File: src/rtl/pwmgen_pkg.sv
package pwmgen_pkg;
  // holding register selector; 3 means "no register"
  localparam logic [1:0] SEL_PHASE  = 2'd0;
  localparam logic [1:0] SEL_DUTY   = 2'd1;
  localparam logic [1:0] SEL_PERIOD = 2'd2;
  localparam logic [1:0] SEL_NONE   = 2'd3;
  localparam int         NUM_REGS   = 3;
endpackage

File: src/rtl/pwmgen_timebase.sv
module pwmgen_timebase #(
  parameter int W = 16
) (
  input  logic         clk,
  input  logic         rst,
  input  logic         en,
  input  logic         ext_mode,
  input  logic         ext_soc,
  input  logic         retrig_en,
  input  logic [W-1:0] period,
  output logic [W-1:0] cnt,
  output logic         running,
  output logic         start,
  output logic         eoc_now,
  output logic         soc_q,
  output logic         eoc_q
);
  logic trig_ok;
  logic may_start;

  always_comb begin
    eoc_now   = running && (cnt == period);
    trig_ok   = ext_mode ? ext_soc : 1'b1;
    may_start = !running || eoc_now || (retrig_en && ext_mode);
    start     = en && trig_ok && may_start;
  end

  always_ff @(posedge clk) begin
    if (rst) begin
      cnt     <= '0;
      running <= 1'b0;
      soc_q   <= 1'b0;
      eoc_q   <= 1'b0;
    end else begin
      soc_q <= start;
      eoc_q <= en && eoc_now;
      if (!en) begin
        cnt     <= '0;
        running <= 1'b0;
      end else if (start) begin
        cnt     <= '0;
        running <= 1'b1;
      end else if (eoc_now) begin
        cnt     <= '0;
        running <= 1'b0;
      end else if (running) begin
        cnt <= cnt + 1'b1;
      end
    end
  end
endmodule

File: src/rtl/pwmgen_shadow.sv
module pwmgen_shadow
  import pwmgen_pkg::*;
#(
  parameter int W          = 16,
  parameter int RST_PERIOD = 255
) (
  input  logic         clk,
  input  logic         rst,
  input  logic         wr_en,
  input  logic [1:0]   wr_sel,
  input  logic [W-1:0] wr_data,
  input  logic         upd_req,
  input  logic [1:0]   auto_sel,
  input  logic         imm_mode,
  input  logic         host_en,
  input  logic         client_en,
  input  logic         host_upd_in,
  input  logic         start,
  input  logic         running,
  input  logic [W-1:0] cnt,
  output logic [W-1:0] act_phase,
  output logic [W-1:0] act_duty,
  output logic [W-1:0] act_period,
  output logic         local_req,
  output logic         pend,
  output logic         bcast_q
);
  localparam logic [W-1:0] PER_INIT = W'(RST_PERIOD);

  logic [W-1:0] hold_r [NUM_REGS];
  logic [W-1:0] act_r  [NUM_REGS];
  logic         eff_req;
  logic         pulse_done;
  logic         apply;

  always_comb begin
    local_req  = upd_req || (wr_en && (auto_sel != SEL_NONE) && (wr_sel == auto_sel));
    eff_req    = client_en ? host_upd_in : local_req;
    pulse_done = cnt >= act_r[SEL_DUTY];
    if (imm_mode) apply = pend && (start || !running || !pulse_done);
    else          apply = pend && start;
  end

  for (genvar g = 0; g < NUM_REGS; g++) begin : g_reg
    localparam logic [W-1:0] INIT = (g == int'(SEL_PERIOD)) ? PER_INIT : '0;
    always_ff @(posedge clk) begin
      if (rst) begin
        hold_r[g] <= INIT;
        act_r[g]  <= INIT;
      end else begin
        if (wr_en && (wr_sel == 2'(g))) hold_r[g] <= wr_data;
        if (apply) act_r[g] <= hold_r[g];
      end
    end
  end

  always_ff @(posedge clk) begin
    if (rst) begin
      pend    <= 1'b0;
      bcast_q <= 1'b0;
    end else begin
      bcast_q <= host_en && local_req;
      if (eff_req)    pend <= 1'b1;
      else if (apply) pend <= 1'b0;
    end
  end

  assign act_phase  = act_r[SEL_PHASE];
  assign act_duty   = act_r[SEL_DUTY];
  assign act_period = act_r[SEL_PERIOD];
endmodule

File: src/rtl/pwmgen_compare.sv
module pwmgen_compare #(
  parameter int W = 16
) (
  input  logic         clk,
  input  logic         rst,
  input  logic         en,
  input  logic         running,
  input  logic [W-1:0] cnt,
  input  logic [W-1:0] phase,
  input  logic [W-1:0] duty,
  output logic         pwm_q
);
  always_ff @(posedge clk) begin
    if (rst) pwm_q <= 1'b0;
    else     pwm_q <= en && running && (cnt >= phase) && (cnt < duty);
  end
endmodule

File: src/rtl/pwmgen_core.sv
module pwmgen_core #(
  parameter int W          = 16,
  parameter int RST_PERIOD = 255
) (
  input  logic         clk,
  input  logic         rst,
  input  logic         en,
  input  logic         wr_en,
  input  logic [1:0]   wr_sel,
  input  logic [W-1:0] wr_data,
  input  logic         upd_req,
  input  logic [1:0]   auto_sel,
  input  logic         imm_mode,
  input  logic         ext_mode,
  input  logic         ext_soc,
  input  logic         retrig_en,
  input  logic         host_en,
  input  logic         client_en,
  input  logic         host_upd_in,
  output logic         pwm_h,
  output logic         soc_pulse,
  output logic         eoc_pulse,
  output logic         upd_pending,
  output logic         upd_bcast
);
  logic [W-1:0] cnt_w;
  logic         run_w;
  logic         start_w;
  logic         eoc_w;
  logic         lreq_w;
  logic [W-1:0] ph_w;
  logic [W-1:0] du_w;
  logic [W-1:0] pe_w;

  pwmgen_timebase #(.W(W)) u_tb (
    .clk(clk), .rst(rst), .en(en), .ext_mode(ext_mode), .ext_soc(ext_soc),
    .retrig_en(retrig_en), .period(pe_w), .cnt(cnt_w), .running(run_w),
    .start(start_w), .eoc_now(eoc_w), .soc_q(soc_pulse), .eoc_q(eoc_pulse)
  );

  pwmgen_shadow #(.W(W), .RST_PERIOD(RST_PERIOD)) u_sh (
    .clk(clk), .rst(rst), .wr_en(wr_en), .wr_sel(wr_sel), .wr_data(wr_data),
    .upd_req(upd_req), .auto_sel(auto_sel), .imm_mode(imm_mode),
    .host_en(host_en), .client_en(client_en), .host_upd_in(host_upd_in),
    .start(start_w), .running(run_w), .cnt(cnt_w),
    .act_phase(ph_w), .act_duty(du_w), .act_period(pe_w),
    .local_req(lreq_w), .pend(upd_pending), .bcast_q(upd_bcast)
  );

  pwmgen_compare #(.W(W)) u_cmp (
    .clk(clk), .rst(rst), .en(en), .running(run_w), .cnt(cnt_w),
    .phase(ph_w), .duty(du_w), .pwm_q(pwm_h)
  );
endmodule

File: config.mk
export PLATFORM = sky130hd
export DESIGN_NAME = pwmgen_core
export DESIGN_NICKNAME = d
export VERILOG_FILES = /design/src/rtl/pwmgen_pkg.sv /design/src/rtl/pwmgen_timebase.sv /design/src/rtl/pwmgen_shadow.sv /design/src/rtl/pwmgen_compare.sv /design/src/rtl/pwmgen_core.sv
export SDC_FILE = /design/constraint.sdc
export NUM_CORES = 1
export LEC_CHECK = 0
export BUFFER_PORTS_ARGS = -buffer_cell sky130_fd_sc_hd__buf_2
export CORE_MARGIN = 5
export CORE_UTILIZATION = 59
export CTS_CLUSTER_DIAMETER = 100
export DETAILED_ROUTE_END_ITERATION = 7
export PLACE_DENSITY = 0.82
export SLEW_MARGIN = 20
export SYNTH_ARGS = -nofsm -noshare
export SYNTH_HDL_FRONTEND = slang
export SYNTH_SLANG_ARGS = --single-unit
File: constraint.sdc
create_clock -name clk -period 12.3 [get_ports clk]
set_input_delay 2.46 -clock clk [delete_from_list [all_inputs] [get_ports clk]]
set_output_delay 2.46 -clock clk [all_outputs]
set_load 0.05 [all_outputs]
==> key figures, run 1 <==
Worst setup path
  – Crit path from: ext_mode
  – Slowest-stage cell, CP: buf_4
  – Crit-path cells: buf_2 -> nand2b_1 -> and2_1 -> a21oi_1 -> o21bai_4 -> o221ai_4 -> buf_4
  – Crit-path leading delay family: buffers and inverters
  – Crit path DAT: approximately 4.0 ns
  – Timing endpoint of the critical path: u_sh.act_r[1][9]
  – Slack of the worst reg-to-reg path: 9.50 ns
  – Crit path depth: 7
  – Type of destination of the critical path: register
  – Worst reg2reg startpoint: u_tb.cnt[14]
  – Critical path buffers and inverters: 2
  – CP required: 12.44 ns
  – R2R cell count: 6
  – Critical path class: in2reg
  – Nature of the critical path startpoint: input port
  – Worst r2r dst: u_sh.act_r[1][9]
  – Worst-path maximum fanout: 48
  – Largest incremental delay on the critical path: 0.52 ns

Clocking
  – Resized cells post-CTS: 0
  – CTS Sinks: about 120
  – Hold buffer count at CTS: 0
  – Clock transition at the registers of the reported paths: 0.06 ns
  – CTS tree: built
  – Worst-Skew Late Latency: 0.52 ns
  – CTS max path bufs: 2
  – Htree depth: 4
  – Number of setup buffers added after CTS: 0
  – Clk root buf: clkbuf_8
  – Cts bufs inserted: 17

Placed design
  – DP Worst Slack: 7.74 ns
  – PortBufs: 36
  – Placed wire-length estimate: 7840 um
  – Gpl congestion: 0.924
  – Dpl cells: 658

Routing
  – Vias per inst: 5.69
  – TritonRoute pass-1 iters: 6
  – Residual DRC: 0
  – Wirelength per Cell: 17.2 um
  – Total Wirelength: 11,900 um
  – 1st-iter DRT viols: around 440
  – Vias: 3,929
  – Antenna-violating nets left: 0

Timing
  – Max_slew headroom: 0.382
  – Achievable Freq: between 200 and 300 MHz
  – Final Max Tran Viols: 0
  – Final Hold Viols: 0
  – RSZ-0062 raised after global routing: false
  – Period utilization: 0.311
  – Worst slew pin tran: 0.924 ns
  – Setup WS post-layout: 8.47 ns
  – Setup TNS: 0 ns
  – Final setup viols: 0
  – Clk_skew: 0.0146 ns
  – Minimum clock period: 3.83 ns

Layout
  – Layout area overhead: 16.0%
  – Reg area: 0.00332 mm^2
  – Nets: 614
  – Share of layout cells above drive strength 1: 0.144
  – Ant. Diodes: 0
  – Post-Layout Cell Count: slightly below 700
  – Fillers: 623
  – Area of the multi-input gates: 0.00218 mm^2

Synth
  – Synth warnings: 0
  – Sequential area share after synthesis: 0.583
  – Post-synthesis cell count: about 510
  – Ys flop type: edfxtp_1
  – Asr flop ratio synth: 0
  – Post-synth EDFFs: 96
  – Syn nets: 570
  – Avg Cell Area, Syn: 11.3 um^2
  – Distinct cells, synth: 46
  – #FFs+latches synth: 118
  – Mapped cell area: 0.00570 mm^2

Floorplanning
  – Die X: 108 um
  – Die H: about 110 um
  – Die area: about 0.012 mm^2
  – Cell Rows: 35
  – Starting Density: 0.612
  – Core area: between 0.009 and 0.01 mm^2
  – Num ports: 37

Status
  – Status: completed

Global routing
  – Initial antenna violation count: 0
  – Total track usage: 0.220
  – Largest net degree at the start of global routing: 51
  – First-pass GRT wire length: roughly 20,000 um
  – Vias in the first global route: 3,928
  – GR Overflow Total: 0

Hold path
  – Hold Crit Class: reg2reg

Power and ir drop
  – Max VDD drop: 0.0686 mV
  – P_leak: 2.60 nW
  – Power Dens Cells: about 150 mW/mm^2

Run
  – MaxCap Viol Count: 0
==> area by class of cell <==
cell class	instances	area share
clock inverter	11	0.0195
multi-input combinational	332	0.330
tap	129	0.0244
clock buffer	20	0.0643
inverter	36	0.0204
timing repair buffer	44	0.0393
sequential	118	0.502
==> cells in the mapped netlist, types with 2 or more instances <==
| cell type | instances | area [um^2] |
|---|---|---|
| buf_2 | 7 | 35.0 |
| a21oi_1 | 54 | 270 |
| nor3_1 | 6 | 30.0 |
| ha_1 | 33 | 413 |
| nand2_1 | 57 | 214 |
| xor2_1 | 24 | 210 |
| nand4_1 | 13 | 81.3 |
| nor4_1 | 2 | 12.5 |
| and3_1 | 3 | 18.8 |
| a21o_1 | 3 | 22.5 |
| a211oi_1 | 2 | 15.0 |
| o21ai_0 | 10 | 50.1 |
| dfxtp_1 | 22 | 440 |
| and4_1 | 2 | 17.5 |
| a211o_1 | 9 | 78.8 |
| nand3_1 | 4 | 20.0 |
| nor4_2 | 3 | 37.5 |
| edfxtp_1 | 96 | 2880 |
| nor2_1 | 26 | 97.6 |
| nand2b_1 | 14 | 87.6 |
| xnor2_1 | 6 | 52.6 |
| clkbuf_1 | 9 | 33.8 |
| inv_1 | 35 | 131 |
| and2_1 | 43 | 269 |
==> where the power goes <==
part	leakage, nW	switching (mW)	internal [mW]
combinational	1.20	0.0506	0.0258
clock	0.265	0.172	0.287
sequential	1.14	0.0108	0.462
==> flip-flops by register name, summed over array words and instances (netlist names) <==
name / flops
u_sh.act_r: 48
u_sh.hold_r: 48
u_tb.cnt: 16
u_cmp.pwm_q: 1
u_sh.bcast_q: 1
u_sh.pend: 1
u_tb.eoc_q: 1
u_tb.running: 1
u_tb.soc_q: 1
==> placed cells by master, fill, tap and decap left out, types with 2 or more instances in the layout <==
cell	n
ha_1	33
clkbuf_16	16
nor2_1	25
dfxtp_1	22
a211oi_1	2
nand2_1	57
xnor2_1	6
clkinv_2	2
nand2b_1	14
clkinv_4	4
and2_1	43
clkinvlp_4	2
buf_4	7
nand4_1	13
inv_1	35
a211o_1	9
a21o_1	3
buf_2	36
a21oi_1	54
nor4_2	3
nor4_1	2
bufinv_16	2
and3_1	3
o21ai_1	2
clkbuf_1	3
xor2_1	24
edfxtp_1	96
o21ai_0	8
nand3_1	4
and4_1	2
nor3_1	6
==> worst min path at each step <==
stage,slack [ns],cells past startpoint,end,startpoint
2_1_floorplan,0.48,1,u_sh.act_r[2][0],u_sh.hold_r[2][0]
3_3_place_gp,0.51,1,u_sh.act_r[2][4],u_sh.hold_r[2][4]
3_5_place_dp,0.49,1,u_sh.act_r[2][4],u_sh.hold_r[2][4]
4_1_cts,0.52,1,u_sh.act_r[2][4],u_sh.hold_r[2][4]
5_1_grt,0.53,1,u_sh.act_r[2][4],u_sh.hold_r[2][4]
6_report,0.52,1,u_sh.act_r[2][4],u_sh.hold_r[2][4]
==> kinds of logic after synthesis <==
logic type	after synthesis	synth area share
buf+inv	55	0.0397
simple gates	176	0.159
compound gates	92	0.0985
mux	1	0.00175
flops	118	0.583
fa+ha+maj	33	0.0724
xor+xnor	30	0.0461
==> stage by stage <==
stage	hold slack (ns)	utilization	total power, mW	instance area (um^2)
6_report	0.519	0.709	1.01	6620
4_1_cts	0.515	0.706	1.01	6590
2_1_floorplan	0.482	-	0.527	5700
3_3_place_gp	0.506	0.647	0.547	6030
5_1_grt	0.529	0.709	1.04	6620
3_5_place_dp	0.489	0.647	0.552	6030
==> per-layer routing <==
metal,GRT usage,vias up,part of all wire
li1,-,1875,-
met4,0.0956,0,0.021
met1,0.296,1869,0.43
met5,0,-,0
met3,0.0472,18,0.059
met2,0.349,167,0.49
No activity file was read; power rests on OpenSTA's default activity.
==> run 2: changes to the inputs <==
Settings changed: ABC_AREA from default to 1.
Clock period 12.3 ns to 3.8 ns, I/O delays scaled along.
==> run 2 against run 1 <==
Effect of this change: combinational power rose to 2.8 times the previous value; first-iteration DRC count down 37%; die area up 1.7%; flip-flop and latch count unchanged; cell count up 13%; total power rose to 3.2 times the previous value; sequential power rose to 3.2 times the previous value; critical endpoint is now u_sh.act_r[0][13]; utilization down 1.9 points; clock power rose to 3.3 times the previous value; largest cell class unchanged; cell area up 1.0%; critical path depth up 4.
==> key figures, run 2 <==
Status
  – Status: completed

Synth
  – Asr flop ratio synth: 0
  – Sequential area share after synthesis: 0.572
  – Most frequent cell after synthesis: inv_1
  – Syn nets: 652
  – Distinct cells, synth: 32
  – Post-synth EDFFs: 96
  – Ys flop type: edfxtp_1
  – Post-synth top cells: 124 x inv_1, 96 x edfxtp_1, 80 x nor2_1
  – Ranking of synthesized cells by area: edfxtp_1 50%, inv_1 8.0%, dfxtp_1 7.6%
  – #FFs+latches synth: 118
  – Mapped cell area: between 0.005 and 0.006 mm^2
  – Post-synthesis cell count: 587
  – Avg Cell Area, Syn: 9.90 um^2
  – Synth warnings: 0
  – Largest area contributor in the netlist: edfxtp_1
  – Share of the synthesized area in the top cell type: 0.496

Layout
  – Ant. Diodes: 0
  – Largest regs: u_sh.act_r x48, u_sh.hold_r x48, u_tb.cnt x16
  – Layout area overhead: 15.0%
  – Finished layout cell area: 0.00668 mm^2
  – Most common cell after layout, fill and taps aside: inv_1
  – Commonest cells after routing, fill and taps aside: 124 x inv_1, 96 x edfxtp_1, 80 x nor2_1, 77 x nand2_1, 41 x nor2_2
  – Final Util: 0.690
  – Nets: 701
  – Fillers: 676
  – Share of layout cells above drive strength 1: 0.196
  – Post-Layout Cell Count: 782

Clocking
  – CTS Sinks: 118
  – Number of setup buffers added after CTS: 0
  – Cts bufs inserted: 17
  – Clk root buf: clkbuf_8
  – Clock transition at the registers of the reported paths: 0.05 ns
  – Worst-Skew Late Latency: roughly 0.5 ns
  – Hold buffer count at CTS: 0
  – CTS max path bufs: 2
  – CTS tree: built
  – Htree depth: 4
  – Resized cells post-CTS: 0

Routing
  – Vias per inst: 5.04
  – Residual DRC: 0
  – Wirelength per Cell: 14.8 um
  – Vias: between 3k and 4k
  – 1st-iter DRT viols: 277
  – Total Wirelength: 11,600 um
  – Antenna-violating nets left: 0
  – TritonRoute pass-1 iters: 5

Worst setup path
  – Type of destination of the critical path: register
  – Nature of the critical path startpoint: register
  – Worst-path maximum fanout: 23
  – Critical path class: reg2reg
  – Crit path DAT: 3.08 ns
  – CP required: 3.98 ns

Timing
  – Max_slew headroom: 0.489
  – Final Max Tran Viols: 0
  – Clk_skew: 0.00619 ns
  – Period utilization: 0.763
  – Achievable Freq: 345 MHz
  – Setup TNS: 0 ns
  – RSZ-0062 raised after global routing: false
  – Final Hold Viols: 0
  – Final setup viols: 0
  – Worst slew pin tran: 0.765 ns
  – Minimum clock period: 2.90 ns

Placed design
  – Gpl congestion: 0.862
  – Area after DPL: 0.00612 mm^2
  – PortBufs: 36
  – Dpl cells: between 700 and 800
  – Placed wire-length estimate: a little under 8000 um

Power and ir drop
  – Final Power: 3.24 mW
  – Max VDD drop: 0.403 mV
  – P_leak: 3.00 nW
  – Power Dens Cells: 484 mW/mm^2

Floorplanning
  – Starting Density: 0.600
  – Die X: ~110 um
  – Cell Rows: 36
  – Num ports: 37
  – Die area: 0.0119 mm^2
  – Core area: 0.00968 mm^2
  – Die H: 109 um

Global routing
  – Initial antenna violation count: 0
  – Vias in the first global route: ~4.2k
  – First-pass GRT wire length: 20,000 um
  – Total track usage: 0.221
  – Largest net degree at the start of global routing: just over 40
  – GR Overflow Total: 0

Hold path
  – Hold Crit Class: in2reg

Run
  – MaxCap Viol Count: 0
run 2: cell count changes in the layout (fill, tap and decap cells not counted), sizes merged, moves of 4 or more:
cell / delta
a211o: -9
a21oi: -31
and2: -43
buf: -4
inv: +92
nand2: +25
nand2b: -14
nand3: +6
nor2: +95
nor4: -4
o21ai: -6
xor2: -4
run 2: through the flow:
stage	setup WS, ns	hold WS, ns
3_5_place_dp	1.05	0.515
2_1_floorplan	0.934	0.482
3_3_place_gp	1.19	0.498
4_1_cts	0.927	0.501
6_report	0.901	0.511
5_1_grt	0.797	0.518
run 2: cells by family (layout without fill, tap and decap cells):
kind of cell    after synthesis  count (layout)  share of synthesized area
compound gates               35              35                     0.0332
xor+xnor                     23              23                     0.0347
buf+inv                     139             201                     0.0963
flops                       118             118                      0.572
fa+ha+maj                    33              33                     0.0711
simple gates                239             239                      0.193
run 2: final timing paths:
path         slack [ns]               from  cells past startpoint           endpoint
min reg2reg        0.53  u_sh.hold_r[2][2]                      2   u_sh.act_r[2][2]
max reg2reg        0.90       u_tb.cnt[15]                     11  u_sh.act_r[0][13]
max                0.90       u_tb.cnt[15]                     11  u_sh.act_r[0][13]
min                0.51            host_en                      3       u_sh.bcast_q
run 2: metal layers:
| layer | vias to the layer above | global-route usage | wire [um] |
|---|---|---|---|
| met5 | - | 0 | 0 |
| met4 | 0 | 0.0962 | 387 |
| met3 | 30 | 0.0474 | 415 |
| met2 | 100 | 0.376 | 5810 |
| met1 | 1849 | 0.272 | 4960 |
| li1 | 1961 | - | - |
run 2: area by class of cell:
cell class,instances,area [um^2],area share
Multi-Input combinational cell,330,1940,0.290
Clock buffer,23,457,0.0683
Timing Repair Buffer,40,210,0.0314
Inverter,129,484,0.0724
Clock inverter,9,103,0.0153
Sequential cell,118,3320,0.497
Tap cell,133,166,0.0249
run 2: worst max-delay path: stages, from the launching register on:
cell	delay, ns
dfxtp_1	0.41
ha_1	0.29
a21oi_1	0.17
o21ai_0	0.13
a21oi_1	0.32
nand3_1	0.12
nand2_1	0.08
nand2_1	0.11
nand2_4	0.14
nand2_1	0.09
nand2_2	0.32
buf_4	0.38
run 2: power by group:
part	switching, mW	total (mW)	leakage [nW]	internal [mW]
Clock	0.548	1.51	0.268	0.962
Sequential	0.0330	1.51	1.13	1.48
Combinational	0.147	0.211	1.60	0.0642
==> run 3: changes to the inputs <==
Clock period 3.8 ns to 2.95 ns, I/O delays scaled along.
==> run 3 against run 2 <==
Effect of this change: via count is 2.6% higher; register-to-register slack worse by 0.68 ns; largest cell class unchanged; die area did not move; count of clock-buffer cells in the layout is 2 lower; total power rose by 24%; first-iteration DRC count grew 23%; utilization up 0.13 points; clock power up 19%; sequential share of layout area decreased by 0.093 points; sequential power up 29%; critical path type unchanged; largest power group unchanged; flip-flop and latch count stayed put.
==> key figures, run 3 (synthesis gave the netlist of run 2 again) <==
Status
  – Status: completed

Global routing
  – Largest net degree at the start of global routing: 41
  – First-pass GRT wire length: 20,000 um
  – Vias in the first global route: 4,192
  – GR Overflow Total: 0
  – Total track usage: 0.223
  – Initial antenna violation count: 0

Layout
  – Reg area: roughly 0.0033 mm^2
  – Layout area overhead: 15.2%
  – Ant. Diodes: 0
  – Most common cell after layout, fill and taps aside: inv_1
  – Final Util: 0.691
  – Largest regs: u_sh.act_r x48, u_sh.hold_r x48, u_tb.cnt x16
  – Nets: 707
  – Commonest cells after routing, fill and taps aside: 124 x inv_1, 96 x edfxtp_1, 80 x nor2_1, 77 x nand2_1, 41 x nor2_2
  – Share of layout cells above drive strength 1: 0.197
  – Area of the multi-input gates: between 0.0015 and 0.002 mm^2
  – Fillers: 672

Placed design
  – PortBufs: 36
  – Gpl congestion: 0.829
  – Placed wire-length estimate: 8130 um

Power and ir drop
  – Final Power: 4.02 mW
  – P_leak: 3.00 nW
  – Max VDD drop: 0.419 mV
  – Power Dens Cells: about 600 mW/mm^2

Worst setup path
  – Nature of the critical path startpoint: register
  – Critical path buffers and inverters: 1
  – Type of destination of the critical path: register
  – CP required: about 3.2 ns
  – Crit path DAT: 2.94 ns
  – Slowest-stage cell, CP: dfxtp_1
  – Crit-path cells: ha_1 -> nand2_1 -> nand2_1 -> nand3_1 -> nand2_1 -> a21oi_1 -> nand3_1 -> nand2_1 -> nand2_1 -> nand2_4 -> nand2_1 -> nand2_2 -> buf_12
  – Critical path class: reg2reg
  – Largest incremental delay on the critical path: 0.44 ns
  – Worst-path maximum fanout: 40
  – Most used cell, CP: nand2_1
  – Crit-path leading delay family: simple AND/OR/NAND/NOR gates

Routing
  – TritonRoute pass-1 iters: 5
  – 1st-iter DRT viols: 342
  – Residual DRC: 0
  – Antenna-violating nets left: 0
  – Wirelength per Cell: 14.7 um
  – Vias: around 4.0k
  – Vias per inst: 5.13
  – Total Wirelength: 11,600 um

Timing
  – Max_slew headroom: 0.518
  – Final Max Tran Viols: 0
  – Worst slew pin tran: slightly above 0.7 ns
  – Minimum clock period: 2.73 ns
  – Setup TNS: 0 ns
  – Final setup viols: 0
  – Final Hold Viols: 0
  – Period utilization: 0.926
  – Clk_skew: 0.00698 ns
  – Achievable Freq: 366 MHz
  – RSZ-0062 raised after global routing: false

Clocking
  – Hold buffer count at CTS: 0
  – CTS Sinks: approximately 120
  – Clk root buf: clkbuf_8
  – Cts bufs inserted: 17
  – Resized cells post-CTS: 0
  – CTS max path bufs: 2
  – Number of setup buffers added after CTS: 0
  – Clock transition at the registers of the reported paths: roughly 0.050 ns
  – Worst-Skew Late Latency: 0.52 ns
  – Htree depth: 4
  – CTS tree: built

Floorplanning
  – Core area: 0.00968 mm^2
  – Num ports: 37
  – Die area: 0.0119 mm^2
  – Starting Density: 0.600
  – Die X: 109 um
  – Die H: 109 um
  – Cell Rows: 36

Run
  – MaxCap Viol Count: 0

Hold path
  – Hold Crit Class: in2reg
-- run 3: changes by cell type in the layout (fill, tap and decap cells not counted) --
| cell | previous run | this run |
|---|---|---|
| clkbuf_8 | 3 | 1 |
| clkinvlp_4 | 3 | 4 |
| buf_4 | 4 | 9 |
| buf_12 | 0 | 1 |
| clkinv_2 | 4 | 2 |
| bufinv_16 | 2 | 1 |
| clkinv_1 | 1 | 5 |
-- run 3: layout make-up --
class	count	share of cell area
inverters	129	0.0723
clock inverters	11	0.0127
flip-flops and latches	118	0.496
clock buffers	21	0.0641
well taps	133	0.0249
multi-input cells	330	0.290
repair buffers	46	0.0400
-- run 3: worst paths after layout --
check	to	cells after the start	startpoint	slack, ns
hold / removal	u_sh.bcast_q	3	host_en	0.31
setup reg to reg	u_sh.act_r[2][10]	13	u_tb.cnt[9]	0.22
setup / recovery	u_sh.act_r[2][10]	13	u_tb.cnt[9]	0.22
hold reg to reg	u_tb.cnt[0]	2	u_tb.cnt[0]	0.53
-- run 3: metrics by stage --
step / hold slack, ns / cell area (um^2) / worst slack [ns] / cells
detailed placement: 0.524 / 6180 / 0.367 / 756
finish: 0.308 / 6700 / 0.217 / 788
global route: 0.318 / 6700 / 0.0941 / 788
floorplan: 0.482 / 5810 / 0.0837 / 587
global placement: 0.498 / 6180 / 0.498 / 756
CTS: 0.292 / 6700 / 0.246 / 788
-- run 3: metal layers --
metal  GRT usage  vias to the layer above  share of wire
met4       0.131                        0          0.048
met3      0.0562                       48          0.050
met2       0.356                      157           0.49
li1            -                     1975              -
met1       0.276                     1862           0.41
met5           0                        -              0
-- run 3: power breakdown --
part           switching, mW  internal, mW  leakage [nW]  total [mW]
clock network          0.695          1.10         0.238        1.79
logic                  0.191        0.0857          1.64       0.276
registers             0.0399          1.91          1.13        1.95
-- run 3: worst register-to-register path: cells and delay by family, from the launching register on --
| family | cells | cell delay [ns] |
|---|---|---|
| and+or+nand+nor | 10 | 1.10 |
| DFF | 1 | 0.44 |
| AOI/OAI and AO/OA | 1 | 0.31 |
| adders and majority gates | 1 | 0.31 |
| buffers and inverters | 1 | 0.26 |
